$ cat src/rtl/scl_pacer_pkg.sv
`timescale 1ns/1ps
package scl_pacer_pkg;

    // Phases of one bit slot plus the parked states.
    typedef enum logic [2:0] {
        PH_IDLE    = 3'd0,
        PH_LOW     = 3'd1,
        PH_RELEASE = 3'd2,
        PH_HIGH    = 3'd3,
        PH_FAULT   = 3'd4
    } phase_e;

endpackage

$ cat src/rtl/scl_pacer_cfg.sv
`timescale 1ns/1ps
// Turns the raw settings into the slot length, the last half-slot index
// and the two clamped edge delays.
module scl_pacer_cfg #(
    parameter int DIV_W = 16,
    parameter int DLY_W = 16
) (
    input  logic [DIV_W-1:0]   div_cfg,
    input  logic [2*DLY_W-1:0] edge_dly_cfg,
    output logic [DIV_W-1:0]   period,
    output logic [DIV_W-1:0]   half_m1,
    output logic [DIV_W-1:0]   fall_eff,
    output logic [DIV_W-1:0]   rise_eff
);
    localparam int CMP_W = (DIV_W > DLY_W) ? DIV_W : DLY_W;
    localparam logic [DIV_W-1:0] EVEN_MASK = {{(DIV_W-1){1'b1}}, 1'b0};
    localparam logic [DIV_W-1:0] ZERO_DIV  = {1'b1, {(DIV_W-1){1'b0}}};

    logic [DIV_W-1:0] div_even;
    logic [DLY_W-1:0] raw_dly [2];
    logic [DIV_W-1:0] eff_dly [2];

    always_comb begin
        div_even = div_cfg & EVEN_MASK;
        period   = (div_even == '0) ? ZERO_DIV : div_even;
        half_m1  = (period >> 1) - DIV_W'(1);
    end

    assign raw_dly[0] = edge_dly_cfg[2*DLY_W-1:DLY_W];
    assign raw_dly[1] = edge_dly_cfg[DLY_W-1:0];

    // Same saturating clamp for both delays.
    for (genvar g = 0; g < 2; g++) begin : g_clamp
        logic [CMP_W-1:0] raw_x;
        logic [CMP_W-1:0] cap_x;
        always_comb begin
            raw_x      = CMP_W'(raw_dly[g]);
            cap_x      = CMP_W'(half_m1);
            eff_dly[g] = (raw_x > cap_x) ? half_m1 : DIV_W'(raw_dly[g]);
        end
    end

    assign fall_eff = eff_dly[0];
    assign rise_eff = eff_dly[1];

endmodule

$ cat src/rtl/scl_pacer_stretch.sv
`timescale 1ns/1ps
// Counts nominal slot periods while SCL is released but held low and
// flags the cycle in which the programmed limit is reached.
module scl_pacer_stretch #(
    parameter int DIV_W = 16,
    parameter int TMO_W = 16
) (
    input  logic             clk,
    input  logic             rst_n,
    input  logic             watching,
    input  logic [DIV_W-1:0] period,
    input  logic [TMO_W-1:0] limit,
    output logic             expire
);
    logic [DIV_W-1:0] per_cnt;
    logic [TMO_W-1:0] slot_cnt;
    logic             period_end;

    always_comb begin
        period_end = (per_cnt == period - DIV_W'(1));
        expire     = watching && (limit != '0) && period_end &&
                     (slot_cnt == limit - TMO_W'(1));
    end

    always_ff @(posedge clk or negedge rst_n) begin
        if (!rst_n) begin
            per_cnt  <= '0;
            slot_cnt <= '0;
        end else if (!watching) begin
            per_cnt  <= '0;
            slot_cnt <= '0;
        end else if (period_end) begin
            per_cnt  <= '0;
            slot_cnt <= slot_cnt + TMO_W'(1);
        end else begin
            per_cnt  <= per_cnt + DIV_W'(1);
        end
    end

endmodule

$ cat src/rtl/scl_pacer_seq.sv
`timescale 1ns/1ps
// Slot state machine: phase register, next-phase logic, output decode.
module scl_pacer_seq
    import scl_pacer_pkg::*;
#(
    parameter int DIV_W = 16
) (
    input  logic             clk,
    input  logic             rst_n,
    input  logic             run_en,
    input  logic             scl_sense,
    input  logic [DIV_W-1:0] half_m1,
    input  logic [DIV_W-1:0] fall_eff,
    input  logic [DIV_W-1:0] rise_eff,
    input  logic             expire,
    output logic             drive_low,
    output logic             tick,
    output logic             upd_stb,
    output logic             smp_stb,
    output logic             watching
);
    phase_e           phase, phase_nx;
    logic [DIV_W-1:0] cnt, cnt_nx;

    // Phase and counter register.
    always_ff @(posedge clk or negedge rst_n) begin
        if (!rst_n) begin
            phase <= PH_IDLE;
            cnt   <= '0;
        end else begin
            phase <= phase_nx;
            cnt   <= cnt_nx;
        end
    end

    // Next phase.
    always_comb begin
        phase_nx = phase;
        cnt_nx   = cnt;
        unique case (phase)
            PH_IDLE: begin
                if (run_en) begin
                    phase_nx = PH_LOW;
                    cnt_nx   = '0;
                end
            end
            PH_LOW: begin
                if (cnt == half_m1) begin
                    phase_nx = PH_RELEASE;
                    cnt_nx   = '0;
                end else begin
                    cnt_nx = cnt + DIV_W'(1);
                end
            end
            PH_RELEASE: begin
                if (expire) begin
                    phase_nx = PH_FAULT;
                end else if (scl_sense) begin
                    // This cycle is high-phase cycle 0.
                    if (half_m1 == '0) begin
                        phase_nx = run_en ? PH_LOW : PH_IDLE;
                        cnt_nx   = '0;
                    end else begin
                        phase_nx = PH_HIGH;
                        cnt_nx   = DIV_W'(1);
                    end
                end
            end
            PH_HIGH: begin
                if (cnt == half_m1) begin
                    phase_nx = run_en ? PH_LOW : PH_IDLE;
                    cnt_nx   = '0;
                end else begin
                    cnt_nx = cnt + DIV_W'(1);
                end
            end
            PH_FAULT: begin
                if (!run_en) begin
                    phase_nx = PH_IDLE;
                end
            end
            default: begin
                phase_nx = PH_IDLE;
                cnt_nx   = '0;
            end
        endcase
    end

    // Outputs.
    always_comb begin
        drive_low = (phase == PH_LOW);
        tick      = (phase == PH_LOW) && (cnt == '0);
        upd_stb   = (phase == PH_LOW) && (cnt == fall_eff);
        smp_stb   = ((phase == PH_RELEASE) && scl_sense && (rise_eff == '0)) ||
                    ((phase == PH_HIGH) && (cnt == rise_eff));
        watching  = (phase == PH_RELEASE) && !scl_sense;
    end

endmodule

$ cat src/rtl/scl_pacer.sv
`timescale 1ns/1ps
// I2C master SCL pacer: slot timing, edge strobes and stretch timeout.
module scl_pacer #(
    parameter int DIV_W = 16,
    parameter int DLY_W = 16,
    parameter int TMO_W = 16
) (
    input  logic               clk,
    input  logic               rst_n,
    input  logic               run_en,
    input  logic               scl_sense,
    input  logic [DIV_W-1:0]   div_cfg,
    input  logic [2*DLY_W-1:0] edge_dly_cfg,
    input  logic [TMO_W-1:0]   stretch_lim,
    output logic               scl_drive_low,
    output logic               slot_tick,
    output logic               sda_upd_stb,
    output logic               sda_smp_stb,
    output logic               stretch_tmo
);
    logic [DIV_W-1:0] period;
    logic [DIV_W-1:0] half_m1;
    logic [DIV_W-1:0] fall_eff;
    logic [DIV_W-1:0] rise_eff;
    logic             watching;
    logic             expire;

    scl_pacer_cfg #(.DIV_W(DIV_W), .DLY_W(DLY_W)) u_cfg (
        .div_cfg      (div_cfg),
        .edge_dly_cfg (edge_dly_cfg),
        .period       (period),
        .half_m1      (half_m1),
        .fall_eff     (fall_eff),
        .rise_eff     (rise_eff)
    );

    scl_pacer_stretch #(.DIV_W(DIV_W), .TMO_W(TMO_W)) u_stretch (
        .clk      (clk),
        .rst_n    (rst_n),
        .watching (watching),
        .period   (period),
        .limit    (stretch_lim),
        .expire   (expire)
    );

    scl_pacer_seq #(.DIV_W(DIV_W)) u_seq (
        .clk       (clk),
        .rst_n     (rst_n),
        .run_en    (run_en),
        .scl_sense (scl_sense),
        .half_m1   (half_m1),
        .fall_eff  (fall_eff),
        .rise_eff  (rise_eff),
        .expire    (expire),
        .drive_low (scl_drive_low),
        .tick      (slot_tick),
        .upd_stb   (sda_upd_stb),
        .smp_stb   (sda_smp_stb),
        .watching  (watching)
    );

    assign stretch_tmo = expire;

endmodule

$ cat config.mk
export PLATFORM = sky130hd
export DESIGN_NAME = scl_pacer
export DESIGN_NICKNAME = d
export VERILOG_FILES = /design/src/rtl/scl_pacer_pkg.sv /design/src/rtl/scl_pacer_cfg.sv /design/src/rtl/scl_pacer_stretch.sv /design/src/rtl/scl_pacer_seq.sv /design/src/rtl/scl_pacer.sv
export SDC_FILE = /design/constraint.sdc
export NUM_CORES = 1
export LEC_CHECK = 0
export BUFFER_PORTS_ARGS = -buffer_cell sky130_fd_sc_hd__buf_4
export CORE_MARGIN = 10
export CORE_UTILIZATION = 59
export CTS_CLUSTER_SIZE = 28
export DETAILED_ROUTE_END_ITERATION = 8
export GPL_ROUTABILITY_DRIVEN = 0
export PLACE_DENSITY_LB_ADDON = 0.08
export SYNTH_ARGS = -nofsm -noshare
export SYNTH_HDL_FRONTEND = slang
export SYNTH_HIERARCHICAL = 1
export SYNTH_SLANG_ARGS = --single-unit
$ cat constraint.sdc
create_clock -name clk -period 8.6 [get_ports clk]
set_input_delay 0.43 -clock clk [delete_from_list [all_inputs] [get_ports clk]]
set_output_delay 0.43 -clock clk [all_outputs]
set_load 0.1 [all_outputs]
==> results.md <==
- Status: complete, no violations
- # resized after CTS: 0
- Fin. max-slew vios: 0
- Die Y-Extent: 125 µm
- Vias per cell: 6.29
- Total power: 0.928 mW
- Rows: 38
- Vias in the first global route: a little under 6000
- Largest net degree at the start of global routing: 52
- CP most frequent cell: inv_1
- Top cells by count, synth: xnor2_1 (64), nor2_1 (61), nand2_1 (59)
- Die Width: roughly 120 µm
- # port buffers: 71
- Drt drc: 0
- Most frequent cell after synthesis: xnor2_1
- CTS tree: built
- Tcrit/Tclk final: 0.755
- Power Internal: 0.554 mW
- CP Max Fanout: 15
- Router iterations before antenna repair: 6
- WL final: 18100 µm
- Post-DP HPWL: between 10000 and 15000 µm
- Final Setup Violations: 0
- Cell taking the most area after synthesis: dfrtp_1
- Iter 0 DRT Violations: 522
- Crit path DAT: between 6 and 7 ns
- Post-synthesis area per instance: 8.43 µm²
- Synth Instances: 770
- Post-synthesis cell type count: 86
- Clock skew: 0.0104 ns
- I/O pin cnt: 73
- Starting Density: 0.602
- Top FF cell, synth: dfrtp_1
- P per Cell Area: ~130 mW/mm²
- Mapped cell area: 0.00649 mm²
- Final Hold Vio Count: 0
- Count of state elements after synthesis: 51
- CTS Buf Count: 5
- Slowest-stage cell, CP: xor2_1
- Ant diodes: 0
- Sequential area share after synthesis: 0.197
- Final instance area: 0.00704 mm²
- Initial antenna violation count: 0
- CP endpoint kind: output pin
- Placed cell area: a little under 0.007 mm²
- CTS root buf: clkbuf_8
- Post-DRT Antenna Nets: 0
- Ys Warns: 6
- Min cycle time layout: 6.49 ns
- Synth area leaders: dfrtp_1 (20%), xnor2_1 (8.6%), xor2_1 (7.7%)
- Max_slew headroom: 0.427
- Average wire per standard cell: 19.3 µm
- Fill cell count: 904
- LEAKAGE: 3.09 nW
- Clk pwr share: 0.216
- Syn nets: just under 900
- Reg power frac: 0.379
- Worst Tran Pin Value: 0.860 ns
- Post-CTS Setup Bufs: 0
- Htree depth: 2
- Share of layout cells above drive strength 1: 0.189
- Core Region: 0.0108 mm²
- First-pass GRT wire length: 29600 µm
- Nets: 906
- Max incr delay on CP: ~0.57 ns
- Crit path launch type: primary input
- Layout area overhead: 8.44%
- Reg clk slew, reported paths: 0.10 ns
- RSZ-0062 raised after global routing: false
- CP required: 8.17 ns
- EDFF count, synth: 0
- Vias: 5917
- Cell chain of the critical path: buf_4 > inv_1 > ha_1 > inv_1 > o41ai_4 > nand3_1 > nor2_1 > xor2_1 > inv_1 > ha_1 > nand4_1 > nor2_1 > nand2_1 > or3_4 > a21oi_4 > mux2_2 > xnor2_1 > nand4_1 > or4_1 > o41ai_1 > buf_4
- Hold Buf Count CTS: 0
- CTS sink count: slightly above 50
- All-Layer GR Usage: 0.221
- Async S/R FF share, synth: 1.00
- Sw frac: 0.403
- DIE AREA: between 0.015 and 0.02 mm²
- GRT Residual Overflow: 0
- CP Class: in -> out
- Peak supply drop: 120 µV
- Clk buf depth: 2
- Highest Clock Rate: 0.154 GHz
- Worst-Skew Late Latency: about 0.31 ns
- Combinational fraction of design power: 0.405
- Max-cap violation count: 0
- Share of the synthesized area in the top cell type: 0.197
- Setup TNS: 0 ns
- Net load switching power: 0.374 mW
- Worst hold-check path type: in -> async
worst max-delay path, delay by kind of cell:
kind	cells	cell delay [ns]
and+or+nand+nor	8	1.85
AOI/OAI and AO/OA	3	1.19
adders and majority gates	2	0.61
muxes	1	0.43
buffers and inverters	5	0.84
xor gates and xnor gates	2	0.71
power by group through the flow:
stage	clock [mW]	sequential, mW	combinational, mW
2_1_floorplan	0	0.276	0.351
6_report	0.201	0.352	0.376
3_3_place_gp	0	0.350	0.356
3_5_place_dp	0	0.351	0.368
4_1_cts	0.206	0.346	0.371
5_1_grt	0.216	0.352	0.410
path summary, 6_finish.rpt:
path / start / end / slack, ns / cells past startpoint
min in group clk: run_en / u_seq/phase[2] / 0.43 / 3
max reg2reg: u_seq/phase[1] / u_seq/cnt[14] / 4.83 / 13
min: rst_n / u_seq/cnt[1] / 0.14 / 1
max in group asynchronous: rst_n / u_stretch/per_cnt[3] / 8.00 / 1
min reg2reg: u_stretch/per_cnt[0] / u_stretch/per_cnt[0] / 0.54 / 1
max: div_cfg[1] / sda_smp_stb / 2.11 / 21
registers in the layout, summed over array words and instances (netlist names):
register            count
u_stretch/per_cnt      16
u_seq/cnt              16
u_seq/phase             3
u_stretch/slot_cnt     16
kinds of logic (layout without fill, tap and decap cells):
group                      count (synthesis)  count (layout)  share of synthesized area
and+or+nand+nor                          311             311                      0.270
xor gates and xnor gates                 121             121                      0.163
AOI/OAI and AO/OA                        101             101                      0.123
buffers and inverters                     92             123                     0.0727
muxes                                     53              53                     0.0973
DFF                                       51              51                      0.197
adders and majority gates                 40              40                     0.0767
other                                      1               1                   0.000578
cells in the final DEF, fill, tap and decap left out, types with 11 or more instances in the layout:
cell type,netlist,final
buf_4,6,73
xnor2_1,64,64
nor2_1,61,60
nand2_1,59,59
xor2_1,57,57
dfrtp_1,51,51
inv_1,41,41
ha_1,38,38
nand3_1,35,35
mux2i_1,23,23
a21oi_1,22,22
nor4_1,22,22
nand4_1,22,22
nand2b_1,19,19
and3_1,17,17
mux2_4,17,17
nor3_1,16,16
mux2_2,13,13
a31oi_1,11,11
o21ai_0,11,11
final cells by class:
type / instances / area, µm² / share of cell area
sequential: 51 / 1280 / 0.181
multi-input combinational: 627 / 4750 / 0.674
timing repair buffer: 73 / 548 / 0.0778
inverter: 42 / 158 / 0.0224
tap: 140 / 175 / 0.0249
clock buffer: 5 / 68.8 / 0.00977
clock inverter: 3 / 67.6 / 0.00960
through the flow:
| stage | util | instances | hold WS [ns] | setup WS [ns] |
|---|---|---|---|---|
| global route | 0.652 | 941 | 0.156 | 1.79 |
| floorplan | - | 770 | 0.134 | 0.563 |
| detailed placement | 0.640 | 933 | 0.517 | 2.18 |
| finish | 0.652 | 941 | 0.135 | 2.11 |
| global placement | 0.640 | 933 | 0.507 | 2.30 |
| CTS | 0.652 | 941 | 0.178 | 2.17 |
layer usage:
layer	part of all wire	track usage
met3	0.057	0.0302
met1	0.41	0.277
met2	0.50	0.377
met4	0.028	0.0813
met5	0	0
No activity file was read; power rests on OpenSTA's default activity.
